--- src/rtl/ovg_pkg.sv ---
package ovg_pkg;
  // strobes from control to datapath, one per cycle
  typedef struct packed {
    logic clr;     // drop both timers to zero
    logic cutUp;   // cut timer +1
    logic cutDn;   // cut timer -1 (floored)
    logic limUp;   // limit timer +1
    logic limRst;  // limit timer back to zero
  } ovgStb_t;
endpackage

--- src/rtl/ovg_ctrl.sv ---
module ovg_ctrl
  import ovg_pkg::*;
#(
  parameter int DOWN_DIV = 16
) (
  input  logic    clk,
  input  logic    rstN,
  input  logic    portOn,
  input  logic    overCut,
  input  logic    overLim,
  input  logic    cutReach,
  input  logic    limReach,
  output ovgStb_t stb,
  output logic    cutFault,
  output logic    limFault
);
  localparam int PW = (DOWN_DIV > 1) ? $clog2(DOWN_DIV) : 1;
  localparam logic [PW-1:0] PRE_LAST = PW'(DOWN_DIV - 1);

  logic [PW-1:0] preCnt;
  logic          clr;
  logic          tick;

  assign clr  = !rstN || !portOn;
  assign tick = !overCut && (preCnt == PRE_LAST);

  // below-threshold cycle divider; restarts on any overload cycle
  always_ff @(posedge clk) begin
    if (clr || overCut)  preCnt <= '0;
    else if (tick)       preCnt <= '0;
    else                 preCnt <= preCnt + PW'(1);
  end

  always_comb begin
    stb.clr    = clr;
    stb.cutUp  = overCut;
    stb.cutDn  = tick;
    stb.limUp  = overLim;
    stb.limRst = !overLim;
  end

  always_ff @(posedge clk) begin
    if (clr) begin
      cutFault <= 1'b0;
      limFault <= 1'b0;
    end else begin
      if (overCut && cutReach) cutFault <= 1'b1;
      if (overLim && limReach) limFault <= 1'b1;
    end
  end
endmodule

--- src/rtl/ovg_dp.sv ---
module ovg_dp
  import ovg_pkg::*;
#(
  parameter int TW = 12
) (
  input  logic          clk,
  input  ovgStb_t       stb,
  input  logic [TW-1:0] cutExpiry,
  input  logic [TW-1:0] limExpiry,
  output logic          cutReach,
  output logic          limReach
);
  localparam logic [TW-1:0] CNT_MAX = {TW{1'b1}};

  logic [TW-1:0] cutCnt;
  logic [TW-1:0] limCnt;

  // the count after this edge reaches the expiry value
  assign cutReach = ({1'b0, cutCnt} + (TW+1)'(1)) >= {1'b0, cutExpiry};
  assign limReach = ({1'b0, limCnt} + (TW+1)'(1)) >= {1'b0, limExpiry};

  always_ff @(posedge clk) begin
    if (stb.clr)                           cutCnt <= '0;
    else if (stb.cutUp && cutCnt != CNT_MAX) cutCnt <= cutCnt + TW'(1);
    else if (stb.cutDn && cutCnt != '0)      cutCnt <= cutCnt - TW'(1);
  end

  always_ff @(posedge clk) begin
    if (stb.clr || stb.limRst)             limCnt <= '0;
    else if (stb.limUp && limCnt != CNT_MAX) limCnt <= limCnt + TW'(1);
  end
endmodule

--- src/rtl/overload_guard.sv ---
module overload_guard
  import ovg_pkg::*;
#(
  parameter int TW       = 12,
  parameter int DOWN_DIV = 16
) (
  input  logic          clk,
  input  logic          rstN,
  input  logic          portOn,
  input  logic          overCut,
  input  logic          overLim,
  input  logic [TW-1:0] cutExpiry,
  input  logic [TW-1:0] limExpiry,
  output logic          offReq,
  output logic          cutFault,
  output logic          limFault
);
  ovgStb_t stb;
  logic    cutReach;
  logic    limReach;

  ovg_ctrl #(.DOWN_DIV(DOWN_DIV)) u_ctrl (
    .clk(clk), .rstN(rstN), .portOn(portOn),
    .overCut(overCut), .overLim(overLim),
    .cutReach(cutReach), .limReach(limReach),
    .stb(stb), .cutFault(cutFault), .limFault(limFault)
  );

  ovg_dp #(.TW(TW)) u_dp (
    .clk(clk), .stb(stb),
    .cutExpiry(cutExpiry), .limExpiry(limExpiry),
    .cutReach(cutReach), .limReach(limReach)
  );

  assign offReq = cutFault | limFault;
endmodule

--- config.mk ---
export PLATFORM = sky130hd
export DESIGN_NAME = overload_guard
export DESIGN_NICKNAME = d
export VERILOG_FILES = /design/src/rtl/ovg_pkg.sv /design/src/rtl/ovg_ctrl.sv /design/src/rtl/ovg_dp.sv /design/src/rtl/overload_guard.sv
export SDC_FILE = /design/constraint.sdc
export NUM_CORES = 1
export LEC_CHECK = 0
export BUFFER_PORTS_ARGS = -buffer_cell sky130_fd_sc_hd__buf_2
export CORE_UTILIZATION = 45
export DETAILED_ROUTE_END_ITERATION = 16
export GPL_TIMING_DRIVEN = 0
export PLACE_DENSITY = 0.67
export SYNTH_ARGS = -nofsm -noshare
export SYNTH_HDL_FRONTEND = slang
export SYNTH_HIERARCHICAL = 1
export SYNTH_SLANG_ARGS = --single-unit
export TNS_END_PERCENT = 100
--- constraint.sdc ---
create_clock -name clk -period 2.9 [get_ports clk]
set_input_delay 0.58 -clock clk [delete_from_list [all_inputs] [get_ports clk]]
set_output_delay 0.58 -clock clk [all_outputs]
set_load 0.02 [all_outputs]
* After elaboration in Yosys (flattened, before gate mapping) *
Index checks and enable logic that the tools add are counted.

word-level totals
  latch bits = 0
  memory bits (read-only) = 0
  register bits after elaboration = 30
  bits in writable memories = 0
  memories kept = 0

cells by class
  add/subtract/negate cells = 6
  multipliers = 0
  bitwise gates (word level) = 1
  shifts and indexed selects = 0
  reduce and logical (&&, ||, !) cells = 16
  div/mod/pow operators = 0
  magnitude comparators = 2
  multiplexer cells = 2
  equality and inequality tests = 3

operators by type and width
  cell                     count
  $add A12 B1 Y13 const B  2
  $ge A13 B12 Y1           2
  $add A12 B1 Y12 const B  2
  $mux W12                 2
  $ne A12 B12 Y1 const B   2
  $reduce_bool A12 Y1      1
  $sub A12 B1 Y12 const B  1
  $logic_and A1 B1 Y1      6
  $add A4 B1 Y4 const B    1
  $eq A4 B4 Y1 const B     1
  $logic_not A1 Y1         4
  $logic_or A1 B1 Y1       3
  $reduce_bool A2 Y1       1
  $reduce_or A2 Y1         1
  $or A1 B1 Y1             1

* Logic depth before layout (Yosys ltp) *
Gate-level depths: netlist (run 1).

  word-level depth = 5
  mapped depth = 13
  gate-level depth less buffers = 13

* By module *
Netlist (run 1), hierarchy kept.

by module, submodules not included
  module          area an instance (µm²)  sequential area each (µm²)  times used  cells an instance
  ovg_dp          2436.1                  480.5                       1           301
  ovg_ctrl        255.2                   120.1                       1           28
  overload_guard  6.3                     0.0                         1           1

* Least setup slack after synthesis (run 1) *
Ideal clock, no wire load.

  kind = reg2reg
  start = register u_dp.cutCnt[0]
  end = register u_dp.cutCnt[10]
  path slack = -143 ps
  buffers on the path = 1
  data required time = 2771 ps
  cell stages (with the launch flop) = 12
  clock period less this slack = 3043 ps
  setup time = 129 ps
  data arrival time = 2915 ps
  path through = dfxtp_1 ha_1 and3_1 a41o_1 buf_1 ha_1 a211oi_1 o21ai_0 a41oi_1 xnor2_1 mux2i_1 nor2_1

between the ends
  word-level cells in the longest chain between the ends = 3
  elaborated cells between the ends (all ways) = 9
  those cells by class = add/sub: 2; eq/ne: 1; mux: 2; reduce/logical: 4

ends and longest elaborated chain
  item                                                   line          RTL
  start, declared                                        ovg_dp.sv:15  logic [TW-1:0] cutCnt;
  start signal, assigned                                 ovg_dp.sv:24  else if (stb.cutUp && cutCnt != CNT_MAX) cutCnt <= cutCnt + TW'(1);
  start signal, assigned                                 ovg_dp.sv:25  else if (stb.cutDn && cutCnt != '0) cutCnt <= cutCnt - TW'(1);
  $sub A12 B1 Y12 (tied with other cells)                ovg_dp.sv:25
  $mux W12 (tied with other cells)                       ovg_dp.sv:25
  $mux W12 / $reduce_bool A2 Y1 (equally long branches)  --

Parallel ways exist; a longest one is shown, timed or not. The select of a mux whose other input is x is not followed.
A chain may end at the register's enable or synchronous reset.

* Final worst setup path (run 1) *
Ends and elaborated chain as after synthesis.

==> results of run 1 <==
==> flip-flops by register name, indices dropped and copies added, names as in the netlist <==
| register | flops |
|---|---|
| u_dp/cutCnt | 12 |
| u_dp/limCnt | 12 |
| u_ctrl/preCnt | 4 |
| u_ctrl/cutFault | 1 |
| u_ctrl/limFault | 1 |
==> metrics by stage <==
| step | setup WS (ps) | cell area [sq um] | setup TNS [ps] |
|---|---|---|---|
| 6_report | 149.4 | 3062 | 0 |
| 5_1_grt | -1.722 | 3062 | -1.722 |
| 4_1_cts | 1.071 | 3034 | 0 |
| 3_5_place_dp | -268.3 | 2944 | -939.7 |
| 3_3_place_gp | -266.6 | 2944 | -987.7 |
| 2_1_floorplan | 70.00 | 2699 | 0 |
==> layout make-up <==
cell class	instances	area [sq um]	share of cell area, %
buffer	11	80.08	2.615
timing repair buffer	32	162.7	5.313
multi-input combinational	259	1937	63.26
tap	72	90.09	2.942
clock buffer	7	76.32	2.493
inverter	30	112.6	3.678
sequential	30	603.1	19.70
==> timing repair <==
action	4_1_cts	5_1_grt
buffers inserted	0	1
pin swaps	1	1
endpoints found under the setup margin	7	9
resized for setup	5	5
==> cell families after synthesis <==
family,after synthesis
AND/OR/NAND/NOR,106
AO/OA/AOI/OAI,73
buffers and inverters,41
adder cells (fa/ha/maj),39
XOR/XNOR,38
flip-flops,30
multiplexers,3
==> placed cells by master, fill, tap and decap left out, types with 7 or more instances in the layout <==
| master | Yosys | final |
|---|---|---|
| o21ai_0 | 8 | 7 |
| xnor2_1 | 22 | 22 |
| nand3_1 | 14 | 14 |
| a21oi_1 | 19 | 18 |
| nor2_1 | 27 | 27 |
| xor2_1 | 16 | 16 |
| nand2_1 | 24 | 24 |
| inv_1 | 30 | 30 |
| ha_1 | 38 | 37 |
| a21o_1 | 14 | 14 |
| buf_2 | 1 | 32 |
| dfxtp_1 | 30 | 28 |
==> how the worst max path moves through the flow <==
stage,slack (ps),endpoint,depth (start not counted)
global route,-2,u_dp/cutCnt[10],11
detailed placement,-270,u_dp/cutCnt[11],11
global placement,-270,u_dp/cutCnt[11],11
CTS,1,u_dp/cutCnt[10],11
floorplan,70,u_dp/cutCnt[10],11
finish,150,u_dp/cutCnt[10],11
==> power by group <==
| part | leakage (nW) | internal, mW | switching [mW] |
|---|---|---|---|
| clock | 0.0383 | 0.165 | 0.138 |
| combinational | 1.26 | 0.102 | 0.108 |
| sequential | 0.244 | 0.422 | 0.0153 |
==> layer usage <==
metal	vias up	wire length (um)	global-route usage, %
li1	1239	-	-
met1	1046	2467	20.93
met2	29	2732	35.81
met3	4	128	3.886
met4	0	70	7.636
met5	-	0	0
==> impl_results.md, run 1 <==
* Gr usage total at 19.21%
* Crit Path Max Fanout at 20
* Fmax at 363.6 MHz
* Initial Util at 47.82%
* Startpoint types: flip-flop
* Vias at 2,318
* CP Data Arrival Time at 2900 ps
* Register area share after synthesis at 22.26%
* Io pins at 32
* CTS Hold Bufs at 0
* Min cycle time layout at 2751 ps
* Mapped cell area at 2698 sq um
* Worst Setup SP: u_dp/cutCnt[0]
* HP Start: u_ctrl/preCnt[0]
* Tot Pwr at 949.2 uW
* Main combinational cell family by area after synthesis: simple AND/OR/NAND/NOR gates
* CP peak stage delay at 440 ps
* Global-route wire length before repair at 9.687 mm
* Worst IR Drop VDD at 0.2100 mV
* Fillers at 526
* Main flop type after synthesis: dfxtp_1
* Reg2Reg Depth at 11
* CP Buf/Inv Count at 1
* Root buf cell: clkbuf_8
* Layout area overhead at 13.50%
* Synth cell types at 55
* Pre-antenna DRT Iters at 5
* Number of buffers created by CTS at 5
* Reg2reg start: u_dp/cutCnt[0]
* Vias in the first global route at 2,326
* Setup slack, reg-to-reg at 150 ps
* Hold_ws at 446.8 ps
* Post-Layout Cell Count at 441
* Max_cap viols at 0
* Final count of hold timing violations at 0
* Most frequent cell after synthesis: ha_1
* CTS tree: done
* Syn nets at 398
* Complex-gate fraction of the synthesized area at 18.74%
* Sink Count at 30
* Synth area leaders: dfxtp_1 22%, ha_1 18%, xnor2_1 7.1%, xor2_1 5.2%, inv_1 4.2%
* Mux contribution to synthesized area at 1.113%
* Initial antenna violation count at 0
* Std cell rows at 27
* Worst hold path depth at 1
* Slew @ Worst Pin at 614.6 ps
* I/O Buffers at 31
* Final setup vio count at 0
* Max-slew violations at 0
* Worst-path clk slew at 60 ps
* Detailed Route WL at 5.400 mm
* Hold Path End: u_ctrl/preCnt[0]
* DRC viols at 0
* Fin crit share at 94.85%
* ANT nets after route at 0
* Reg2reg end: u_dp/cutCnt[10]
* Vias per cell at 5.256
* Clock Tree Buf Depth at 2
* Final Skew at 3.114 ps
* Critical path class: reg2reg
* Placer's final routability congestion estimate at 0.7949
* Synth Register Bits at 30
* Critical path's top delay family: compound AO/OA/AOI/OAI gates
* Pleak at 1.547 nW
* DP Cell Count at 433
* Die area at 6308 sq um
* Post-Syn Area per Cell at 8.175 sq um
* Yosys top cell area share at 22.26%
* Post-Route Utilization at 54.27%
* Chip height at 79.43 um
* Antenna fix cells at 0
* Clk Latency, worst-skew pair at 270 ps
* Yosys top cell by area: dfxtp_1
* Ys async rst share at 0%
* Gate Count Post-Synth at 330
* PD cells at 310.0 nW/um^2
* XOR/XNOR Fraction of Synth Area at 12.34%
* Syn. warnings at 6
* Die Wd at 79.43 um
* Crit path cell chain: ha_2 > and3_1 > a41o_1 > buf_6 > fa_1 > a211oi_2 > o21ai_0 > a41oi_1 > xnor2_1 > mux2i_1 > nor2_1
* Status: finished clean
* Top cells by count, synth: 38 x ha_1, 30 x dfxtp_1, 30 x inv_1
* Largest net degree at the start of global routing at 21
* Hpwl dp at 4.378 mm
* Nets at 437
* Crit path capture type: flip-flop
* Number of synthesized flops with an enable pin at 0
* H-Tree Depth at 2
* CP max-delay cell: fa_1
* Share of cells above drive strength 1 at 15.99%
* Core area at 5642 sq um
* Synth Area in Adders at 18.37%
* Post-Synth Simple-Gate Area at 20.32%
* Relative slew margins at 58.65%
* GR Overflow Total at 0
* Worst hold path type: reg2reg
* DR iter-0 viols at 30
* Data required, critical path at 3050 ps
* WL/cell at 12.24 um
(Power assumes the default switching activity.)
==> inputs of run 2 (changes only) <==
- MAX_ROUTING_LAYER: not set -> met4
==> run 2 against run 1 <==
Compared with the run above:
- clock power is essentially flat
- via count is essentially flat
- maximum frequency is essentially flat
- wire length is essentially flat
- design area is the same
- flip-flop and latch count is the same
- combinational power is essentially flat
- register-to-register slack is essentially flat
- critical path depth is the same
- critical path type unchanged
- critical endpoint unchanged
- largest cell class unchanged
- largest power group unchanged
==> impl_results.md, run 2 (synthesis gave the netlist of run 1 again) <==
* Vias per cell at 5.261 (was 5.256)
* Data required, critical path at 3050 ps (about the same)
* Tot Pwr at 949.1 uW (was 949.2 uW)
* Antenna fix cells at 0 (unchanged)
* Final count of hold timing violations at 0 (unchanged)
* Slew @ Worst Pin at 614.6 ps (unchanged)
* Largest net degree at the start of global routing at 21 (unchanged)
* Max-slew violations at 0 (unchanged)
* Crit Path Max Fanout at 20 (unchanged)
* Initial antenna violation count at 0 (unchanged)
* Vias at 2,320 (was 2,318)
* Share of cells above drive strength 1 at 15.99% (unchanged)
* FF+latch area at 603.1 sq um (unchanged)
* WL/cell at 12.26 um (was 12.24 um)
* Final Skew at 3.039 ps (was 3.114 ps)
* Sink Count at 30 (unchanged)
* CP Data Arrival Time at 2900 ps (about the same)
* CP max-delay cell: fa_1 (unchanged)
* Min cycle time layout at 2751 ps (about the same)
* Nets at 437 (unchanged)
* Vias in the first global route at 2,326 (unchanged)
* Final Instance Area at 3062 sq um (unchanged)
* Clock Tree Buf Depth at 2 (unchanged)
* PD cells at 310.0 nW/um^2 (about the same)
* Worst hold path type: reg2reg (unchanged)
* ANT nets after route at 0 (unchanged)
* Placer's final routability congestion estimate at 0.8062 (was 0.7949)
* Critical path class: reg2reg (unchanged)
* Status: finished clean (unchanged)
* Number of buffers created by CTS at 5 (unchanged)
* Max_cap viols at 0 (unchanged)
* Placement Setup Slack at -268.3 ps (unchanged)
* Final Worst Setup Slack at 149.5 ps (was 149.4 ps)
* Detailed Route WL at 5.405 mm (was 5.400 mm)
* Hpwl dp at 4.378 mm (unchanged)
* Relative slew margins at 58.65% (unchanged)
* Final setup vio count at 0 (unchanged)
* DR iter-0 viols at 30 (unchanged)
* DRC viols at 0 (unchanged)
* CTS Hold Bufs at 0 (unchanged)
* Chip height at 79.43 um (unchanged)
* Clk Latency, worst-skew pair at 270 ps (about the same)
* Area occupied by multi-input gates at 1937 sq um (unchanged)
* Hold_ws at 446.8 ps (about the same)
* GR Overflow Total at 0 (unchanged)
* CTS tree: done (unchanged)
* Crit path cell chain: ha_2 > and3_1 > a41o_1 > buf_6 > fa_1 > a211oi_2 > o21ai_0 > a41oi_1 > xnor2_1 > mux2i_1 > nor2_1 (unchanged)
* Placed inst area at 2944 sq um (unchanged)
* Std cell rows at 27 (unchanged)
* Layout area overhead at 13.50% (unchanged)
* Die Wd at 79.43 um (unchanged)
* Fin crit share at 94.85% (about the same)
* Pre-antenna DRT Iters at 4 (was 5)
* Startpoint types: flip-flop (unchanged)
* Most frequent cells in the layout: 37 x ha_1, 32 x buf_2, 30 x inv_1 (unchanged)
* Root buf cell: clkbuf_8 (unchanged)
* Gr usage total at 19.89% (was 19.21%)
* CP peak stage delay at 440 ps (about the same)
* Pleak at 1.547 nW (unchanged)
* Core area at 5642 sq um (unchanged)
* Die area at 6308 sq um (unchanged)
* Initial Util at 47.82% (unchanged)
* Fmax at 363.6 MHz (about the same)
* Fillers at 526 (unchanged)
* Io pins at 32 (unchanged)
* Worst-path clk slew at 60 ps (about the same)
* Biggest regs: u_dp/cutCnt: 12 flops, u_dp/limCnt: 12 flops, u_ctrl/preCnt: 4 flops (unchanged)
* I/O Buffers at 31 (unchanged)
* Commonest non-fill, non-tap cell in the layout: ha_1 (unchanged)
* Crit path capture type: flip-flop (unchanged)
* H-Tree Depth at 2 (unchanged)
* Worst IR Drop VDD at 0.2097 mV (was 0.2100 mV)
* Global-route wire length before repair at 9.687 mm (unchanged)
run 2: final cells by class:
class	count	share of cell area, %
Sequential cell	30	19.70
Buffer	11	2.615
Inverter	30	3.678
Tap cell	72	2.942
Clock buffer	7	2.493
Timing Repair Buffer	32	5.313
Multi-Input combinational cell	259	63.26
run 2: worst paths after layout:
check                    from                to  slack (ps)  depth (start not counted)
max            u_dp/cutCnt[0]   u_dp/cutCnt[10]         150                         11
min          u_ctrl/preCnt[0]  u_ctrl/preCnt[0]         450                          1
max reg2reg    u_dp/cutCnt[0]   u_dp/cutCnt[10]         150                         11
min reg2reg  u_ctrl/preCnt[0]  u_ctrl/preCnt[0]         450                          1
run 2: what timing repair did:
item,4_1_cts,5_1_grt
setup endpoints to repair,7,9
pin swaps,1,1
resized for setup,5,5
setup buffers,0,1
run 2: metal layers:
layer | vias to the layer above | share of wire [%] | global-route usage, %
met2 | 25 | 51 | 35.81
met1 | 1051 | 46 | 20.93
li1 | 1239 | - | -
met4 | 0 | 1.3 | 7.636
met5 | - | 0 | -
met3 | 5 | 2.3 | 4.571
run 2: report_power, final:
group          switching (mW)  leakage, nW  internal, mW
clock                   0.138       0.0383         0.165
sequential             0.0153        0.244         0.422
combinational           0.108         1.26         0.102
run 2: metrics by stage:
stage | util, % | TNS, ps | cells
floorplan | - | 0 | 330
global route | 54.27 | -1.724 | 441
CTS | 53.78 | 0 | 440
finish | 54.27 | 0 | 441
global placement | 52.18 | -987.7 | 433
detailed placement | 52.18 | -939.7 | 433
run 2: worst max-delay path: cells and delay by family, from the launching register on:
kind,cells,cell delay [ps]
adders and majority gates,2,670
DFF,1,370
xor gates and xnor gates,1,100
and+or+nand+nor,2,240
buffers and inverters,1,180
AOI/OAI and AO/OA,4,930
muxes,1,130
==> inputs of run 3 (changes only) <==
- SETUP_SLACK_MARGIN: not set -> 0.4
==> run 3 against run 2 <==
Compared with the run above:
- die area unchanged
- non-clock buffer count up 13
- flip-flop and latch count unchanged
- design area up 10%
- largest power group unchanged
==> impl_results.md, run 3 (synthesis gave the netlist of run 1 again) <==
* Root buf cell: clkbuf_8 (unchanged)
* Total Neg Setup Slack at 0 ps (unchanged)
* Crit Path Max Fanout at 5 (was 20)
* Startpoint types: flip-flop (unchanged)
* Sink Count at 30 (unchanged)
* Share of cells above drive strength 1 at 27.49% (was 15.99%)
* Reg2reg end: u_dp/cutCnt[6] (was u_dp/cutCnt[10])
* CTS Hold Bufs at 0 (unchanged)
* CP peak stage delay at 380 ps (was 440 ps)
* Crit path capture type: flip-flop (unchanged)
* Placer's final routability congestion estimate at 0.8389 (was 0.8062)
* CTS tree: done (unchanged)
* CP Data Arrival Time at 2760 ps (was 2900 ps)
* Fin crit share at 88.00% (was 94.85%)
* Placement Setup Slack at 94.76 ps (was -268.3 ps)
* Part of the power in registers at 43.5% (was 46.0%)
* Slew @ Worst Pin at 563.3 ps (was 614.6 ps)
* Max_cap viols at 0 (unchanged)
* Die Wd at 79.43 um (unchanged)
* I/O Buffers at 31 (unchanged)
* Clk Latency, worst-skew pair at 280 ps (was 270 ps)
* GR Overflow Total at 0 (unchanged)
* Post-Layout Cell Count at 454 (was 441)
* Vias at 2,405 (was 2,320)
* Cell repeated most along the worst path: a21oi_1
* Die area at 6308 sq um (unchanged)
* Worst hold path depth at 1 (unchanged)
* Comb power frac at 25.7% (was 22.1%)
* Fmax at 391.8 MHz (was 363.6 MHz)
* Vias in the first global route at 2,267 (was 2,326)
* Worst IR Drop VDD at 0.1283 mV (was 0.2097 mV)
* Final count of hold timing violations at 0 (unchanged)
* Hpwl dp at 4.309 mm (was 4.378 mm)
* Initial antenna violation count at 0 (unchanged)
* Hold Path End: u_ctrl/preCnt[0] (unchanged)
* Hold_ws at 445.2 ps (was 446.8 ps)
* PD cells at 294.4 nW/um^2 (was 310.0 nW/um^2)
* Setup slack, reg-to-reg at 350 ps (was 150 ps)
* CP max-delay cell: fa_2 (was fa_1)
* Pre-antenna DRT Iters at 4 (unchanged)
* DR iter-0 viols at 71 (was 30)
* Core area at 5642 sq um (unchanged)
* DRC viols at 0 (unchanged)
* Status: finished clean (unchanged)
* Number of buffers created by CTS at 5 (unchanged)
* Clk pwr share at 30.8% (was 31.9%)
* Clock Tree Buf Depth at 2 (unchanged)
* Std cell rows at 27 (unchanged)
* Gr usage total at 20.59% (was 19.89%)
* Reg2reg start: u_dp/cutCnt[1] (was u_dp/cutCnt[0])
* ANT nets after route at 0 (unchanged)
* Int Pwr at 712.5 uW (was 688.0 uW)
* Reg2Reg Depth at 12 (was 11)
* Critical path class: reg2reg (unchanged)
* Antenna fix cells at 0 (unchanged)
* Final Skew at 1.576 ps (was 3.039 ps)
* Relative slew margins at 62.45% (was 58.65%)
* Worst-path clk slew at 60 ps (about the same)
* P_sw at 282.2 uW (was 261.2 uW)
* Pleak at 1.670 nW (was 1.547 nW)
* Initial Util at 47.82% (unchanged)
* DP Cell Count at 433 (unchanged)
* Layout area overhead at 25.23% (was 13.50%)
* Biggest regs: u_dp/cutCnt: 12 flops, u_dp/limCnt: 12 flops, u_ctrl/preCnt: 4 flops (unchanged)
* HP Start: u_ctrl/preCnt[0] (unchanged)
* Global-route wire length before repair at 9.942 mm (was 9.687 mm)
* Vias per cell at 5.297 (was 5.261)
* Switching share of total power at 28.37% (was 27.52%)
* Detailed Route WL at 6.007 mm (was 5.405 mm)
* RSZ-0062 raised after global routing: true
* Io pins at 32 (unchanged)
* H-Tree Depth at 2 (unchanged)
* Most frequent cells in the layout: 33 x ha_1, 32 x buf_2, 30 x inv_1 (was 37 x ha_1, 32 x buf_2, 30 x inv_1)
* Commonest non-fill, non-tap cell in the layout: ha_1 (unchanged)
* Final setup vio count at 0 (unchanged)
* Crit path cell chain: ha_4 > and3_4 > a41o_4 > buf_12 > fa_2 > a211oi_4 > buf_4 > o21bai_1 > a21oi_1 > xnor2_1 > nand2_1 > a21oi_1 (was ha_2 > and3_1 > a41o_1 > buf_6 > fa_1 > a211oi_2 > o21ai_0 > a41oi_1 > xnor2_1 > mux2i_1 > nor2_1)
* Final Worst Setup Slack at 348.0 ps (was 149.5 ps)
* Max-slew violations at 0 (unchanged)
* Largest net degree at the start of global routing at 11 (was 21)
* Data required, critical path at 3110 ps (was 3050 ps)
* Tot Pwr at 994.6 uW (was 949.1 uW)
* Worst hold path type: reg2reg (unchanged)
* Min cycle time layout at 2552 ps (was 2751 ps)
* Chip height at 79.43 um (unchanged)
* Nets at 450 (was 437)
* WL/cell at 13.23 um (was 12.26 um)
==> run 3: per-stage QoR <==
stage / utilization (%) / instance area (sq um)
6_report: 59.88 / 3378
5_1_grt: 59.88 / 3378
4_1_cts: 56.89 / 3209
3_5_place_dp: 52.81 / 2979
3_3_place_gp: 52.81 / 2979
2_1_floorplan: - / 2734
==> run 3: cell type report <==
cell class              instances  area, sq um
repair buffers                 45        306.5
well taps                      72        90.09
fillers                       484         2263
clock buffers                   7        76.32
inverters                      30        112.6
plain buffers                  11        88.84
flip-flops and latches         30        638.1
multi-input cells             259         2066
==> run 3: layer usage <==
metal	up-vias	wire, um	GRT usage [%]
met3	8	146	3.771
met1	1089	2672	23.45
met5	-	0	-
met4	0	140	10.00
li1	1268	-	-
met2	40	3048	34.62
==> run 3: what timing repair did <==
item | 4_1_cts | 5_1_grt
pin swaps | 7 | 13
gates cloned | 1 | 1
setup endpoints to repair | 9 | 9
buffers inserted | 8 | 4
gates resized for setup | 14 | 37
==> run 3: worst max path at each step <==
| stage | start | depth (start not counted) | endpoint |
|---|---|---|---|
| CTS | u_dp/cutCnt[0] | 12 | u_dp/cutCnt[6] |
| global placement | overCut | 12 | u_dp/cutCnt[11] |
| global route | u_dp/cutCnt[1] | 12 | u_dp/cutCnt[10] |
| finish | u_dp/cutCnt[1] | 12 | u_dp/cutCnt[6] |
| floorplan | u_dp/cutCnt[0] | 11 | u_dp/cutCnt[10] |
| detailed placement | overCut | 12 | u_dp/cutCnt[11] |
==> run 3: critical path, delay by kind of cell (launching register included) <==
family / cells / cell delay, ps
AOI/OAI and AO/OA: 5 / 880
xor gates and xnor gates: 1 / 150
adders and majority gates: 2 / 540
buffers and inverters: 2 / 310
DFF: 1 / 350
and+or+nand+nor: 2 / 250
==> run 3: power groups by stage <==
stage	Combinational [mW]	Sequential, mW	Clock, mW
final	0.255	0.433	0.307
after global routing	0.287	0.434	0.340
after CTS	0.233	0.434	0.318
after detailed placement	0.211	0.446	0
after global placement	0.206	0.445	0
after floorplan	0.159	0.442	0
